[src/rtl/wand_arb_pkg.sv]
package wand_arb_pkg;

    typedef enum logic {
        SEQ_IDLE    = 1'b0,
        SEQ_RESOLVE = 1'b1
    } seq_state_e;

    typedef struct packed {
        logic last;
        logic capture;
        logic busy;
    } seq_flags_t;

endpackage

[src/rtl/wand_req_slice.sv]
module wand_req_slice #(
    parameter int PRIO_W = 5,
    localparam int IDX_W = (PRIO_W > 1) ? $clog2(PRIO_W) : 1
) (
    input  logic [PRIO_W-1:0] prio,
    input  logic [PRIO_W-1:0] bus,
    input  logic [IDX_W-1:0]  bit_idx,
    output logic              pull_low
);
    logic hi_eq;

    always_comb begin
        hi_eq = 1'b1;
        for (int j = 0; j < PRIO_W; j++) begin
            if (j > int'(bit_idx) && prio[j] != bus[j]) begin
                hi_eq = 1'b0;
            end
        end
        pull_low = hi_eq & ~prio[bit_idx];
    end

endmodule

[src/rtl/wand_grant_pick.sv]
module wand_grant_pick #(
    parameter int NUM_REQ = 8,
    parameter int PRIO_W  = 5
) (
    input  logic [NUM_REQ*PRIO_W-1:0] prio_flat,
    input  logic [PRIO_W-1:0]         bus,
    output logic [NUM_REQ-1:0]        grant
);
    logic found;

    always_comb begin
        grant = '0;
        found = 1'b0;
        if (bus != {PRIO_W{1'b1}}) begin
            for (int i = 0; i < NUM_REQ; i++) begin
                if (!found && prio_flat[i*PRIO_W +: PRIO_W] == bus) begin
                    grant[i] = 1'b1;
                    found    = 1'b1;
                end
            end
        end
    end

endmodule

[src/rtl/wand_arb_seq.sv]
module wand_arb_seq
    import wand_arb_pkg::*;
#(
    parameter int PRIO_W = 5,
    localparam int IDX_W = (PRIO_W > 1) ? $clog2(PRIO_W) : 1
) (
    input  logic              clk,
    input  logic              rst,
    input  logic              start,
    input  logic              bus_bit,
    output logic [IDX_W-1:0]  bit_idx,
    output logic [PRIO_W-1:0] bus_q,
    output logic [PRIO_W-1:0] bus_d,
    output seq_flags_t        flags
);
    localparam logic [IDX_W-1:0] TOP_IDX = IDX_W'(PRIO_W - 1);

    seq_state_e state_q;

    always_comb begin
        bus_d          = bus_q;
        bus_d[bit_idx] = bus_bit;
        flags.busy     = (state_q == SEQ_RESOLVE);
        flags.capture  = (state_q == SEQ_IDLE) && start;
        flags.last     = (state_q == SEQ_RESOLVE) && (bit_idx == '0);
    end

    always_ff @(posedge clk) begin
        if (rst) begin
            state_q <= SEQ_IDLE;
            bit_idx <= '0;
            bus_q   <= '1;
        end else begin
            unique case (state_q)
                SEQ_IDLE: begin
                    if (start) begin
                        state_q <= SEQ_RESOLVE;
                        bit_idx <= TOP_IDX;
                        bus_q   <= '1;
                    end
                end
                SEQ_RESOLVE: begin
                    bus_q <= bus_d;
                    if (bit_idx == '0) begin
                        state_q <= SEQ_IDLE;
                    end else begin
                        bit_idx <= bit_idx - 1'b1;
                    end
                end
                default: state_q <= SEQ_IDLE;
            endcase
        end
    end

endmodule

[src/rtl/wand_prio_arb.sv]
module wand_prio_arb
    import wand_arb_pkg::*;
#(
    parameter int NUM_REQ = 8,
    parameter int PRIO_W  = 5
) (
    input  logic                      clk,
    input  logic                      rst,
    input  logic                      start,
    input  logic [NUM_REQ*PRIO_W-1:0] prio_flat,
    output logic                      busy,
    output logic                      valid,
    output logic [NUM_REQ-1:0]        grant,
    output logic [PRIO_W-1:0]         bus_value
);
    localparam int IDX_W = (PRIO_W > 1) ? $clog2(PRIO_W) : 1;

    logic [NUM_REQ*PRIO_W-1:0] prio_lat;
    logic [NUM_REQ-1:0]        pull_low;
    logic [IDX_W-1:0]          bit_idx;
    logic [PRIO_W-1:0]         bus_q;
    logic [PRIO_W-1:0]         bus_d;
    logic [NUM_REQ-1:0]        grant_d;
    logic [NUM_REQ-1:0]        grant_q;
    logic                      valid_q;
    logic                      bus_bit;
    seq_flags_t                flags;

    for (genvar g = 0; g < NUM_REQ; g++) begin : g_req
        wand_req_slice #(.PRIO_W(PRIO_W)) u_slice (
            .prio     (prio_lat[g*PRIO_W +: PRIO_W]),
            .bus      (bus_q),
            .bit_idx  (bit_idx),
            .pull_low (pull_low[g])
        );
    end

    // Wired-AND line with pull-up: high unless some requester pulls it low.
    assign bus_bit = ~|pull_low;

    wand_arb_seq #(.PRIO_W(PRIO_W)) u_seq (
        .clk     (clk),
        .rst     (rst),
        .start   (start),
        .bus_bit (bus_bit),
        .bit_idx (bit_idx),
        .bus_q   (bus_q),
        .bus_d   (bus_d),
        .flags   (flags)
    );

    wand_grant_pick #(.NUM_REQ(NUM_REQ), .PRIO_W(PRIO_W)) u_pick (
        .prio_flat (prio_lat),
        .bus       (bus_d),
        .grant     (grant_d)
    );

    always_ff @(posedge clk) begin
        if (rst) begin
            prio_lat <= '1;
            grant_q  <= '0;
            valid_q  <= 1'b0;
        end else begin
            if (flags.capture) begin
                prio_lat <= prio_flat;
            end
            valid_q <= flags.last;
            grant_q <= flags.last ? grant_d : '0;
        end
    end

    assign busy      = flags.busy;
    assign valid     = valid_q;
    assign grant     = grant_q;
    assign bus_value = bus_q;

endmodule

[config.mk]
export PLATFORM = sky130hd
export DESIGN_NAME = wand_prio_arb
export DESIGN_NICKNAME = d
export VERILOG_FILES = /design/src/rtl/wand_arb_pkg.sv /design/src/rtl/wand_req_slice.sv /design/src/rtl/wand_grant_pick.sv /design/src/rtl/wand_arb_seq.sv /design/src/rtl/wand_prio_arb.sv
export SDC_FILE = /design/constraint.sdc
export NUM_CORES = 1
export LEC_CHECK = 0
export ABC_AREA = 1
export BUFFER_PORTS_ARGS = -buffer_cell sky130_fd_sc_hd__clkbuf_2
export CORE_UTILIZATION = 45
export DETAILED_ROUTE_END_ITERATION = 8
export HOLD_SLACK_MARGIN = 0.12
export PLACE_DENSITY = 0.73
export SYNTH_ARGS = -nofsm -noshare
export SYNTH_HDL_FRONTEND = slang
export SYNTH_SLANG_ARGS = --single-unit
[constraint.sdc]
create_clock -name clk -period 6.3 [get_ports clk]
set_clock_uncertainty 0.1 [all_clocks]
set_input_delay 0.945 -clock clk [delete_from_list [all_inputs] [get_ports clk]]
set_output_delay 0.945 -clock clk [all_outputs]
set_load 0.005 [all_outputs]
==> results.sh <==
export IMPL_status="finished clean"
export IMPL_ys_warn_count=0
export IMPL_dp_hpwl_um=9760
export IMPL_grt_usage=0.308
export IMPL_cts_sinks=58
export IMPL_postSynthAreaPerCell_um2=6.43
export IMPL_synth_area_top_cells="dfxtp_1 29%, nand2_1 23%, o211ai_1 7.9%, inv_1 5.8%, nand3_1 5.3%"
export IMPL_seqPwrFrac=0.328
export IMPL_power_total_mw=1.33
export IMPL_die_area_um2=9240
export IMPL_slew_headroom=0.445
export IMPL_vias=4296
export IMPL_yosys_area_top_type_share=0.291
export IMPL_cts_setup_buffers=0
export IMPL_synthArstFlopShare=0
export IMPL_fmax_mhz=289
export IMPL_yosys_register_bits=58
export IMPL_cpPeakStageDelay_ns=0.34
export IMPL_yosys_area_share_adder=0.00942
export IMPL_path_clk_slew_ns=0.08
export IMPL_cp_end_kind="register"
export IMPL_leakagePower_nw=2.39
export IMPL_cts_buffers=9
export IMPL_pwr_share_clk=0.303
export IMPL_netlist_area_um2=3990
export IMPL_internal_power_mw=0.782
export IMPL_drc=0
export IMPL_syn_nets=666
export IMPL_synth_common_cells="241 x nand2_1, 62 x inv_1, 58 x dfxtp_1, 47 x nor2_1"
export IMPL_path_buf_inv=4
export IMPL_crit_arrival_ns=3.61
export IMPL_synth_flop_cell="dfxtp_1"
export IMPL_finalHoldViolCount=0
export IMPL_synthMuxAreaShare=0
export IMPL_crit_path_start="u_seq.bit_idx[0]"
export IMPL_crit_top_cell="nand2_1"
export IMPL_seqCellArea_um2=1160
export IMPL_cts_hold_buf=0
export IMPL_crit_slowest_cell="ha_1"
export IMPL_crit_type="reg -> reg"
export IMPL_path_max_fanout=16
export IMPL_row_count=33
export IMPL_yosysTopAreaCell="dfxtp_1"
export IMPL_path_cells="inv_1 -> ha_1 -> nor2_1 -> nand2_1 -> inv_1 -> nand2_1 -> nand2_1 -> nor2_1 -> nand2_1 -> nand2_2 -> nor2_4 -> nand2_4 -> nand2_4 -> nand2_4 -> clkinv_2 -> nand3_1 -> o21ai_0 -> inv_1 -> nand2_1 -> nor3b_1"
export IMPL_synth_edff_count=0
export IMPL_fill_cells=891
export IMPL_drv_slew=0
export IMPL_rsz0062_at_grt="no"
export IMPL_p_comb_frac=0.368
export IMPL_cts_buffer_depth=2
export IMPL_synthDistinctLibCells=34
export IMPL_syn_instance_count=620
export IMPL_drtAntennaViolNets=0
export IMPL_htree_levels=3
export IMPL_fin_crit_ns=3.47
export IMPL_r2r_start="u_seq.bit_idx[0]"
export IMPL_fin_nets=714
export IMPL_multiInputGateArea_um2=2450
export IMPL_synth_xor_area_frac=0.0527
export IMPL_hold_path_class="reg -> reg"
export IMPL_synth_compound_area_share=0.111
export IMPL_num_antenna_cells=0
export IMPL_setup_tns_ns=0
export IMPL_hold_depth=2
export IMPL_grt_ovfl_total=0
export IMPL_cap_viol_max_count=0
export IMPL_gp_congestion=0.930
export IMPL_post_synth_top_count_cell="nand2_1"
export IMPL_core_um2=8380
export IMPL_p_sw_mw=0.551
export IMPL_vias_per_cell=5.52
export IMPL_clk_latency_ns=0.36
export IMPL_drt_iter0_drc=279
export IMPL_start_kind="register"
export IMPL_syn2layout_area_growth_pct=13.5
export IMPL_antenna_found_initial=0
export IMPL_place_port_buffers=57
export IMPL_chipWidth_um=96.1
export IMPL_synthSimpleGateAreaFrac=0.439
export IMPL_cts_tree="built"
export IMPL_die_h_um=96.1
export IMPL_rr_worst_depth=20
export IMPL_firstDrtPassIters=5
export IMPL_cp_depth=20
export IMPL_switching_share=0.413
export IMPL_wl_per_cell_um=17.3
export IMPL_period_share=0.550
export IMPL_grt_max_degree=80
export IMPL_tightest_slew_ns=0.832
export IMPL_cts_resized=0
export IMPL_crit_family="simple AND/OR/NAND/NOR gates"
export IMPL_ir_drop_mv=0.123
export IMPL_hold_start="prio_lat[20]"
export IMPL_synth_top_family_by_area="simple AND/OR/NAND/NOR gates"
export IMPL_required_ns=6.45
export IMPL_wirelength_um=13400
export IMPL_drive_gt1_frac=0.172
export IMPL_ios=58
export IMPL_setup_viol=0
export IMPL_grt_pass1_vias=4008
export IMPL_grt_pass1_wl_um=20700
export IMPL_floorplan_initialDensity=0.476
export IMPL_powerDensity_nw_per_um2=295
export IMPL_seq_area_frac_synth=0.291
export IMPL_clockRootBuffer="clkbuf_8"
-- power by group through the flow --
stage / Clock (mW) / Combinational (mW) / Sequential, mW
finish: 0.405 / 0.491 / 0.437
detailed placement: 0 / 0.481 / 0.444
CTS: 0.409 / 0.485 / 0.436
global route: 0.422 / 0.537 / 0.440
floorplan: 0 / 0.378 / 0.424
global placement: 0 / 0.477 / 0.445
-- kinds of logic (layout without fill, tap and decap cells) --
group,count (synthesis),in the layout
buffers and inverters,89,142
adder cells (fa/ha/maj),3,3
AND/OR/NAND/NOR,380,380
AO/OA/AOI/OAI,66,66
XOR/XNOR,24,24
flip-flops,58,58
-- metrics by stage --
step / setup WS [ns] / area, µm² / hold slack, ns / utilization / std cells
after floorplan: 3.59 / 3990 / 0.372 / - / 620
after global placement: 3.03 / 4300 / 0.396 / 0.513 / 762
after detailed placement: 2.97 / 4300 / 0.410 / 0.513 / 762
after CTS: 2.95 / 4530 / 0.422 / 0.540 / 778
after global routing: 2.63 / 4530 / 0.451 / 0.540 / 778
final: 2.83 / 4530 / 0.412 / 0.540 / 778
-- layout by cell type, fill, tap and decap left out, drive strengths merged, types with 2 or more instances in the layout --
cell type    n
bufinv       2
nand3       51
inv         66
ha           3
dfxtp       58
buf          3
nor3         3
clkinv       3
nand4        8
o211ai      42
nor2        56
xnor2        3
o21ai        5
clkbuf      66
a21oi       13
nand2      258
nand3b       2
clkinvlp     2
o22ai        5
xor2        21
-- per-layer routing --
layer  global-route usage  vias to the layer above  wire length (µm)
li1                     -                     2073                 -
met2                0.501                      201              6120
met5                    0                        -                 0
met1                0.368                     1963              5500
met4                0.211                        0               858
met3               0.0506                       59               958
-- final timing paths --
path | endpoint | slack, ns
worst max-delay path | grant[2] | 2.83
worst min-delay path | prio_lat[20] | 0.41
worst max register to register | grant[2] | 2.83
worst min register to register | prio_lat[20] | 0.41
-- cell type report --
cell class | count | share of cell area
Clock buffer | 9 | 0.0274
Clock inverter | 7 | 0.0224
Inverter | 66 | 0.0556
Multi-Input combinational cell | 473 | 0.541
Sequential cell | 58 | 0.257
Tap cell | 105 | 0.0290
Timing Repair Buffer | 60 | 0.0680
-- tightest hold or removal path, cell delays in order (launching register included) --
cell and delay (ns):
dfxtp_1 0.34, nand2_1 0.07, nand3_1 0.05
-- registers in the layout, indices dropped and copies added, names as in the netlist --
name,flops
u_seq.bus_q,5
prio_lat,40
grant,8
u_seq.bit_idx,3
valid,1
u_seq.state_q,1
Power figures use the tool's default switching activity.
